[src/rtl/gapthr_pkg.sv]
package gapthr_pkg;

    // Link speed code carried on link_speed
    typedef enum logic [1:0] {
        SPD_10M    = 2'd0,
        SPD_100M   = 2'd1,
        SPD_1G     = 2'd2,
        SPD_1G_ALT = 2'd3
    } speed_e;

endpackage

[src/rtl/gapthr_tick.sv]
// Prescaler: one enable per transmit-clock period of the current speed.
module gapthr_tick #(
    parameter int DIV_10M  = 100,
    parameter int DIV_100M = 10
) (
    input  logic       clk,
    input  logic       rst_n,
    input  logic [1:0] speed,
    input  logic       restart,
    output logic       tick
);
    import gapthr_pkg::*;

    localparam int PRE_W = $clog2(DIV_10M + 1);

    typedef struct packed {
        logic [PRE_W-1:0] pre;
    } tick_state_t;

    tick_state_t      s_q, s_d;
    logic [PRE_W-1:0] limit;
    logic             wrap;

    always_comb begin
        case (speed_e'(speed))
            SPD_10M:  limit = PRE_W'(DIV_10M - 1);
            SPD_100M: limit = PRE_W'(DIV_100M - 1);
            default:  limit = '0;
        endcase
        wrap = (s_q.pre >= limit);
        tick = !restart && wrap;
        s_d  = s_q;
        if (restart || wrap) begin
            s_d.pre = '0;
        end else begin
            s_d.pre = s_q.pre + 1'b1;
        end
    end

    always_ff @(posedge clk) begin
        if (!rst_n) begin
            s_q <= '0;
        end else begin
            s_q <= s_d;
        end
    end

endmodule

[src/rtl/gapthr_select.sv]
// Chooses the gap length to load when activity ends.
module gapthr_select #(
    parameter int CNT_W    = 16,
    parameter int FLOOR    = 12,
    parameter bit ADAPT_EN = 1'b1
) (
    input  logic             tx_fall,
    input  logic             rx_fall,
    input  logic             pending,
    input  logic             retry,
    input  logic [CNT_W-1:0] adapt,
    input  logic [CNT_W-1:0] base,
    output logic [CNT_W-1:0] load_val
);
    localparam logic [CNT_W-1:0] FLOOR_C = CNT_W'(FLOOR);

    logic [CNT_W-1:0] plain_gap;

    always_comb begin
        plain_gap = (base > FLOOR_C) ? base : FLOOR_C;
    end

    generate
        if (ADAPT_EN) begin : g_adapt
            logic back_to_back;
            always_comb begin
                back_to_back = tx_fall && !rx_fall && pending && !retry;
                if (back_to_back && (adapt > plain_gap)) begin
                    load_val = adapt;
                end else begin
                    load_val = plain_gap;
                end
            end
        end else begin : g_plain
            logic unused_ok;
            always_comb begin
                unused_ok = ^{tx_fall, rx_fall, pending, retry, adapt};
                load_val  = plain_gap;
            end
        end
    endgenerate

endmodule

[src/rtl/gap_throttle.sv]
module gap_throttle #(
    parameter int CNT_W    = 16,
    parameter int FLOOR    = 12,
    parameter int DIV_10M  = 100,
    parameter int DIV_100M = 10
) (
    input  logic        clk,
    input  logic        rst_n,
    input  logic [1:0]  link_speed,
    input  logic [15:0] adapt_gap,
    input  logic [15:0] base_gap,
    input  logic        tx_active,
    input  logic        rx_active,
    input  logic        retry,
    input  logic        frame_pending,
    output logic        tx_grant
);
    typedef struct packed {
        logic [CNT_W-1:0] cnt;
        logic             tx_prev;
        logic             rx_prev;
    } gap_state_t;

    gap_state_t       state_q, state_d;
    logic             tx_fall, rx_fall, load, busy, tick;
    logic [CNT_W-1:0] load_val;
    logic [CNT_W-1:0] cnt_now;

    assign tx_fall = state_q.tx_prev && !tx_active;
    assign rx_fall = state_q.rx_prev && !rx_active;
    assign load    = tx_fall || rx_fall;
    assign busy    = tx_active || rx_active;
    assign cnt_now = state_q.cnt;

    gapthr_tick #(
        .DIV_10M (DIV_10M),
        .DIV_100M(DIV_100M)
    ) u_tick (
        .clk    (clk),
        .rst_n  (rst_n),
        .speed  (link_speed),
        .restart(load || busy),
        .tick   (tick)
    );

    gapthr_select #(
        .CNT_W   (CNT_W),
        .FLOOR   (FLOOR),
        .ADAPT_EN(1'b1)
    ) u_select (
        .tx_fall (tx_fall),
        .rx_fall (rx_fall),
        .pending (frame_pending),
        .retry   (retry),
        .adapt   (CNT_W'(adapt_gap)),
        .base    (CNT_W'(base_gap)),
        .load_val(load_val)
    );

    always_comb begin
        state_d         = state_q;
        state_d.tx_prev = tx_active;
        state_d.rx_prev = rx_active;
        if (load) begin
            state_d.cnt = load_val;
        end else if (!busy && tick && (state_q.cnt != '0)) begin
            state_d.cnt = state_q.cnt - 1'b1;
        end
        tx_grant = (state_q.cnt == '0) && !load && !busy && frame_pending;
    end

    always_ff @(posedge clk) begin
        if (!rst_n) begin
            state_q <= '0;
        end else begin
            state_q <= state_d;
        end
    end

endmodule

[config.mk]
export PLATFORM = sky130hd
export DESIGN_NAME = gap_throttle
export DESIGN_NICKNAME = d
export VERILOG_FILES = /design/src/rtl/gapthr_pkg.sv /design/src/rtl/gapthr_tick.sv /design/src/rtl/gapthr_select.sv /design/src/rtl/gap_throttle.sv
export SDC_FILE = /design/constraint.sdc
export NUM_CORES = 1
export LEC_CHECK = 0
export BUFFER_PORTS_ARGS = -buffer_cell sky130_fd_sc_hd__buf_4
export CORE_MARGIN = 2
export CORE_UTILIZATION = 30
export DETAILED_ROUTE_END_ITERATION = 16
export GPL_TIMING_DRIVEN = 0
export SLEW_MARGIN = 5
export SYNTH_ARGS = -nofsm -noshare
export SYNTH_HDL_FRONTEND = slang
export SYNTH_HIERARCHICAL = 1
export SYNTH_SLANG_ARGS = --single-unit
[constraint.sdc]
create_clock -name clk -period 8.5 [get_ports clk]
set_input_delay 0 -clock clk [delete_from_list [all_inputs] [get_ports clk]]
set_output_delay 0 -clock clk [all_outputs]
set_load 0.02 [all_outputs]
Word-level counts from Yosys, hierarchy flattened
Cells that the tools add are included.

Register bits after elaboration: 25. Latch bits: 0. Bits in writable memories: 0. ROM bits: 0. Bits of input ports: 40. Output and inout bits: 1. Memories kept: 0.

$add $sub $neg: 2. Multipliers: 0. Div/mod/pow operators: 0. Order comparisons: 3. Equal/unequal tests: 1. Shift-type cells: 0. Multiplexer cells: 5. Bitwise gates (word level): 1. Reduce and logical (&&, ||, !) cells: 28.

Operators by type and width (count): $mux W16 (4); $gt A16 B16 Y1 (1); $gt A16 B4 Y1 const B (1); $logic_not A16 Y1 (1); $reduce_bool A16 Y1 (1); $sub A16 B1 Y16 const B (1); $pmux W7 S2 (1); $logic_and A1 B1 Y1 (12); $add A7 B1 Y7 const B (1); $ge A7 B7 Y1 (1); $logic_not A1 Y1 (7); $logic_or A1 B1 Y1 (4); $eq A2 B1 Y1 const B (1); $logic_not A2 Y1 (1); $reduce_bool A2 Y1 (1); $reduce_or A2 Y1 (1); $not A1 Y1 (1).

Logic depth before layout (Yosys ltp)
Gate-level depths: netlist of run 1.

Word-level depth: 10. Depth in mapped cells: 12.

By module
The synthesis of run 1 kept the hierarchy.

Modules (own cells, without submodules): gap_throttle (instances 1, cells each 135, area each 1068.5 sq um); gapthr_select (instances 1, cells each 86, area each 713.2 sq um); gapthr_tick (instances 1, cells each 44, area each 414.1 sq um).

Least setup slack after synthesis of run 1
OpenSTA, ideal clock, no wires.

Path type: reg-to-reg. Start: register u_tick/s_q[0] (netlist name). End: register state_q (netlist bit cnt_now[6]). Setup time: 0.074 ns. Data arrival time: 2.606 ns. Path slack: 5.820 ns. Stages on the path, launching flop included: 11. Buffers on the path: 0. Period minus slack after synthesis: 2.680 ns. Path through: dfxtp_1 inv_1 ha_1 nand2b_1 a211oi_2 o21ai_2 nor2b_1 nor3b_2 nand2_1 or4_2 a31oi_1.

Cells in the longest elaborated chain, start to end: 5.

Ends and longest elaborated chain: from (decl) (line gapthr_tick.sv:20) `tick_state_t s_q, s_d;`; from (signal assigned) (line gapthr_tick.sv:42) `s_q <= '0;`; from (signal assigned) (line gapthr_tick.sv:44) `s_q <= s_d;`; $ge A7 B7 Y1 (line gapthr_tick.sv:30) `wrap = (s_q.pre >= limit);`; $logic_and A1 B1 Y1 (line gapthr_tick.sv:31) `tick = !restart && wrap;`; via tick (line gap_throttle.sv:25) `logic tx_fall, rx_fall, load, busy, tick;`; $logic_and A1 B1 Y1 (2 in a row) (line gap_throttle.sv:66) `end else if (!busy && tick && (state_q.cnt != '0)) begin`; $reduce_bool A2 Y1 (no source line); to (signal assigned) (line gap_throttle.sv:76) `state_q <= state_d;`; to (decl) (line gap_throttle.sv:24) `gap_state_t state_q, state_d;`.

The timed path passes the listed nets, and every way through them passes these cells. A chain may end at the register's enable or synchronous reset.

Worst setup path in the final report of run 1
Ends and elaborated chain as after synthesis.

==> results of run 1 <==
per-layer routing:
layer | vias to the layer above | GRT usage (%)
li1 | 1095 | -
met1 | 986 | 19.1
met2 | 71 | 23.3
met3 | 10 | 1.66
met4 | 0 | 5.16
met5 | - | 0
repair_timing:
action	4_1_cts	5_1_grt
hold buffers	2	0
setup endpoints to repair	0	0
hold endpoints to repair	2	0
resized for setup	0	0
metrics by stage:
stage,setup WS [ps],util [%],instances,instance area (sq um),hold WS [ps]
6_report,5330,37.5,410,2690,118
5_1_grt,5080,37.5,410,2690,184
4_1_cts,5290,37.5,410,2690,118
3_5_place_dp,5320,36.5,404,2620,251
3_3_place_gp,5370,36.5,404,2620,239
2_1_floorplan,5820,-,265,2200,122
cell families (layout without fill, tap and decap cells):
family / count (synthesis) / after routing
buffers and inverters: 33 / 79
flip-flops: 25 / 25
AO/OA/AOI/OAI: 64 / 64
XOR/XNOR: 5 / 5
multiplexers: 17 / 17
adder cells (fa/ha/maj): 23 / 23
AND/OR/NAND/NOR: 98 / 98
worst max path at each step:
stage	endpoint	slack (ps)	depth (start not counted)
floorplan	cnt_now[6]	5820	10
global placement	cnt_now[6]	5370	10
detailed placement	cnt_now[6]	5320	10
CTS	cnt_now[6]	5290	10
global route	cnt_now[6]	5080	10
finish	cnt_now[6]	5330	10
power by group through the flow:
stage / Combinational, mW / Sequential [mW] / Clock [mW]
after CTS: 0.0926 / 0.131 / 0.0743
after floorplan: 0.0586 / 0.132 / 0
after global routing: 0.105 / 0.133 / 0.0784
after detailed placement: 0.0915 / 0.134 / 0
final: 0.0924 / 0.132 / 0.0706
after global placement: 0.0903 / 0.134 / 0
cells in the mapped netlist (all sizes together) (3+ instances only):
| library cell | instances |
|---|---|
| dfxtp | 25 |
| inv | 25 |
| ha | 23 |
| o21ai | 22 |
| nand2 | 17 |
| a31oi | 13 |
| mux2 | 13 |
| or4 | 12 |
| nor2 | 10 |
| nor3 | 10 |
| a21oi | 9 |
| o31ai | 9 |
| nand3 | 8 |
| nand4 | 7 |
| nor4 | 7 |
| clkbuf | 5 |
| or3 | 5 |
| mux2i | 4 |
| nor2b | 4 |
| xor2 | 4 |
| and2 | 3 |
| and3 | 3 |
| buf | 3 |
| o211ai | 3 |
| or2 | 3 |
worst max-delay path, delay by kind of cell (launching register included):
kind	cells	cell delay [ps]
AO/OA/AOI/OAI	3	580
buffers and inverters	1	60
adder cells (fa/ha/maj)	1	260
flip-flops	1	410
AND/OR/NAND/NOR	5	1790
registers in the layout, indices dropped and copies added, names as in the netlist:
signal      count
cnt_now        16
u_tick/s_q      7
state_q         2
area by class of cell:
type	count	area (sq um)
fill	773	4490
timing repair buffer	42	320
multi-input combinational	207	1550
buffer	8	51.3
inverter	25	93.8
sequential	25	500
clock buffer	3	41.3
clock inverter	1	7.51
tap	99	124
==> results.json, run 1 <==
{
  "status": "finished, final reports clean",
  "syn_avg_cell_area_sq_um": 8.29,
  "die_x_um": 89.6,
  "startpoint": "u_tick/s_q[0]",
  "area_growth_pct": 22.5,
  "grt_pass1_wl_mm": 9.11,
  "end_kind": "flip-flop",
  "relSlewSlack_pct": 52.9,
  "synth_top_cell_by_area": "dfxtp_1",
  "die_h_um": 89.6,
  "synth_warnings": 6,
  "hold_end": "cnt_now[1]",
  "ant_nets": 0,
  "path_cells": "inv_1 -> ha_1 -> nand2b_1 -> a211oi_2 -> o21ai_2 -> nor2b_1 -> nor3b_2 -> nand2_1 -> or4_2 -> a31oi_1",
  "power_mw": 0.295,
  "synth.distinct_cells": 52,
  "setup_viol": 0,
  "grtUsageTotal_pct": 14.2,
  "critPathKind": "reg -> reg",
  "dr_wl_met2_mm": 2.43,
  "synthArstFlopShare_pct": 0,
  "synth_top_family_by_area": "simple AND/OR/NAND/NOR gates",
  "reg2reg_from": "u_tick/s_q[0]",
  "core_sq_um": 7180,
  "route.met3.wl_um": 287,
  "crit_fanout": 9,
  "synth.area.top_cells": "dfxtp_1 (23%), ha_1 (13%), mux2_4 (4.8%)",
  "drt_iter0_markers": 144,
  "die-area_sq_um": 8020,
  "route.detailed.drc": 0,
  "port_buffers": 40,
  "p_sw_mw": 0.0940,
  "synth_edf_count": 0,
  "mostFrequentLayoutCell": "buf_4",
  "drv_cap": 0,
  "report.final.hold_viol_count": 0,
  "synth_cells": 265,
  "cts_tree": "built",
  "cts_sinks": 25,
  "reg2reg_depth": 10,
  "hpwl_mm": 4.51,
  "wl_mm": 5.41,
  "cp_slowest_stage_delay_ps": 660,
  "peakVddDrop_mv": 0.0529,
  "wl_per_cell_um": 13.2,
  "nets": 375,
  "fin_skew_ps": 2.45,
  "synthFlopType": "dfxtp_1",
  "slowest_stage": "or4_2",
  "grt_max_degree": 16,
  "drive_gt1_share_pct": 24.1,
  "clock_latency_ps": 270,
  "rrSetupSlack_ps": 5330,
  "syn_nets": 328,
  "yosys_register_bits": 25,
  "max_freq_mhz": 315,
  "leakagePower_nw": 1.09,
  "final_cell_mix": "buf_4 (41), inv_1 (25), dfxtp_1 (25)",
  "p_comb_share_pct": 31.4,
  "dr.pass1.iters": 4,
  "min-delay-start": "adapt_gap[1]",
  "pin_count": 41,
  "fin_crit_sh_pct": 37.3,
  "path_clk_slew_ps": 90,
  "critPathRequiredTime_ps": 8700,
  "cts_buffers": 3,
  "cts_max_path_buffers": 2,
  "grt_overflow_total": 0,
  "synth_fa_ha_area_share_pct": 13.1,
  "rsz0062_at_grt": "false",
  "n_antenna_cell": 0,
  "antenna_found_initial": 0,
  "synth-xor-area-share_pct": 1.99,
  "period_minus_slack_ps": 3170,
  "slew_viol_final": 0,
  "drt-met1-wl_mm": 2.56,
  "place_congestion": 0.900,
  "cts_root_buf": "clkbuf_8",
  "syn_area_sq_um": 2200,
  "cellPowerDensity_nw_per_um2": 110,
  "core.rowCount": 31,
  "setup_tns_ps": 0,
  "start_kind": "flip-flop",
  "top_layer_used": "met4",
  "htreeDepth": 1,
  "p_int_mw": 0.201,
  "hold_depth": 5,
  "swShare_pct": 31.9,
  "p_seq_share_pct": 44.7,
  "ys_seq_area_share_pct": 22.8,
  "viasPerCell": 5.27,
  "r2r-end": "cnt_now[6]",
  "synth-compound-area-share_pct": 19.3,
  "grt_pass1_vias": 2032,
  "synth.mux.area_fraction_pct": 9.69,
  "synth_top_area_share_pct": 22.8,
  "pwr-share-clk_pct": 24.0,
  "initial_core_util_pct": 30.6,
  "hold_path.class": "in -> reg",
  "crit_arrival_ps": 3380,
  "num_vias": 2162,
  "synthSimpleGateAreaFrac_pct": 26.6,
  "tightest_slew_ps": 699,
  "post-cts-setup-buffer-count": 0
}
(Power assumes the default switching activity.)
==> run 2: changes to the inputs <==
- clock period: 8.5 -> 2.65 ns (I/O delays scaled with it)
==> run 2 against run 1 <==
Sequential power rose to 3.2 times the previous value. Highest routed layer unchanged. Via count is 1.8% higher. Routed wire length increased by 6.3%. Critical endpoint unchanged. Die area unchanged. Final cell count up 1.5%.
==> results.json, run 2 (synthesized netlist as in run 1, its figures left out) <==
{
  "grt_pass1_wl_mm": 9.98,
  "hpwl_mm": 4.56,
  "num_vias": 2200,
  "final_cell_mix": "buf_4 (46), inv_1 (25), dfxtp_1 (24)",
  "drive_gt1_share_pct": 27.1,
  "area_growth_pct": 26.4,
  "setup_viol": 0,
  "n_antenna_cell": 0,
  "fin_skew_ps": 4.19,
  "peakVddDrop_mv": 0.178,
  "critPathKind": "reg -> reg",
  "route.detailed.drc": 0,
  "cts_max_path_buffers": 2,
  "dr.pass1.iters": 4,
  "grt_max_degree": 16,
  "multiInputGateArea_sq_um": 1590,
  "place_congestion": 0.878,
  "p_sw_mw": 0.326,
  "core_sq_um": 7180,
  "cts_buffers": 3,
  "hold_path.class": "in -> reg",
  "clock_latency_ps": 280,
  "mostFrequentLayoutCell": "buf_4",
  "die_x_um": 89.6,
  "p_seq_share_pct": 43.1,
  "fill_cells": 770,
  "die-area_sq_um": 8020,
  "ant_nets": 0,
  "start_kind": "flip-flop",
  "p_int_mw": 0.652,
  "final_cell_area_sq_um": 2780,
  "grt_pass1_vias": 2173,
  "leakagePower_nw": 1.14,
  "tightest_slew_ps": 735,
  "port_buffers": 40,
  "crit_arrival_ps": 2750,
  "fin_crit_sh_pct": 95.6,
  "cp_slowest_stage_delay_ps": 620,
  "drt_iter0_markers": 136,
  "drv_cap": 0,
  "viasPerCell": 5.29,
  "largest_register_ffs": 16,
  "antenna_found_initial": 0,
  "p_comb_share_pct": 31.9,
  "htreeDepth": 1,
  "critPathRequiredTime_ps": 2870,
  "status": "finished, final reports clean",
  "path_cells": "inv_1 -> ha_1 -> nand2b_1 -> a211oi_2 -> o21ai_4 -> nor2b_4 -> nor3b_4 -> buf_6 -> nand2_2 -> or4_2 -> a31oi_1",
  "swShare_pct": 33.3,
  "cts_tree": "built",
  "relSlewSlack_pct": 50.5,
  "initial_core_util_pct": 30.6,
  "regArea_sq_um": 504,
  "pwr-share-clk_pct": 24.9,
  "wl_mm": 5.75,
  "pin_count": 41,
  "path_clk_slew_ps": 90,
  "die_h_um": 89.6,
  "crit_fanout": 8,
  "report.final.hold_viol_count": 0,
  "slowest_stage": "or4_2",
  "cellPowerDensity_nw_per_um2": 352,
  "end_kind": "flip-flop",
  "wl_per_cell_um": 13.8,
  "core.rowCount": 31,
  "period_minus_slack_ps": 2530,
  "placedInstanceArea_sq_um": 2630,
  "grtUsageTotal_pct": 15.6,
  "nets": 381,
  "slew_viol_final": 0,
  "max_freq_mhz": 395,
  "grt_overflow_total": 0,
  "cts_root_buf": "clkbuf_8",
  "hold_slack_ps": 146,
  "cts_sinks": 25
}
[run 2: critical path: cells and delay by family (launching register included)]
kind | cells | cell delay, ps
AO/OA/AOI/OAI | 3 | 430
adder cells (fa/ha/maj) | 1 | 250
buffers and inverters | 2 | 190
flip-flops | 1 | 360
AND/OR/NAND/NOR | 5 | 1240
[run 2: path summary, 6_finish.rpt]
kind | startpoint | to | slack (ps) | cells past startpoint
worst max register to register | u_tick/s_q[0] | cnt_now[6] | 120 | 11
worst max-delay path | u_tick/s_q[0] | cnt_now[6] | 120 | 11
worst min-delay path | rst_n | u_tick/s_q[0] | 150 | 3
worst min register to register | u_tick/s_q[0] | u_tick/s_q[0] | 520 | 2
[run 2: layer usage]
layer / wire length (um) / global-route usage (%)
met1: 2640 / 20.2
met5: 0 / 0
met4: 63 / 3.66
met2: 2780 / 27.9
met3: 260 / 1.20
[run 2: final cells by class]
class	instances	area share, %
clock buffers	3	1.49
plain buffers	8	1.85
flip-flops and latches	25	18.2
multi-input cells	207	57.1
repair buffers	48	13.3
clock inverters	1	0.270
inverters	25	3.38
well taps	99	4.46
[run 2: what timing repair did]
item | CTS | global route
hold endpoints to repair | 2 | 0
setup endpoints to repair | 12 | 6
pin swaps | 1 | 2
setup buffers | 3 | 3
hold buffers | 2 | 0
resized for setup | 3 | 7
[run 2: power groups by stage]
stage	Sequential, mW	Combinational (mW)	Clock, mW
2_1_floorplan	0.423	0.188	0
3_3_place_gp	0.430	0.292	0
3_5_place_dp	0.430	0.297	0
4_1_cts	0.422	0.306	0.246
5_1_grt	0.426	0.354	0.258
6_report	0.422	0.312	0.244
[run 2: metrics by stage]
stage	setup slack, ps	total power [mW]	utilization [%]	std cells	TNS [ps]
6_report	116	0.978	38.7	416	0
4_1_cts	39.0	0.975	38.0	413	0
2_1_floorplan	35.2	0.612	-	265	0
3_3_place_gp	-329	0.721	36.6	404	-1940
5_1_grt	-14.0	1.04	38.7	416	-17.3
3_5_place_dp	-394	0.727	36.6	404	-2790
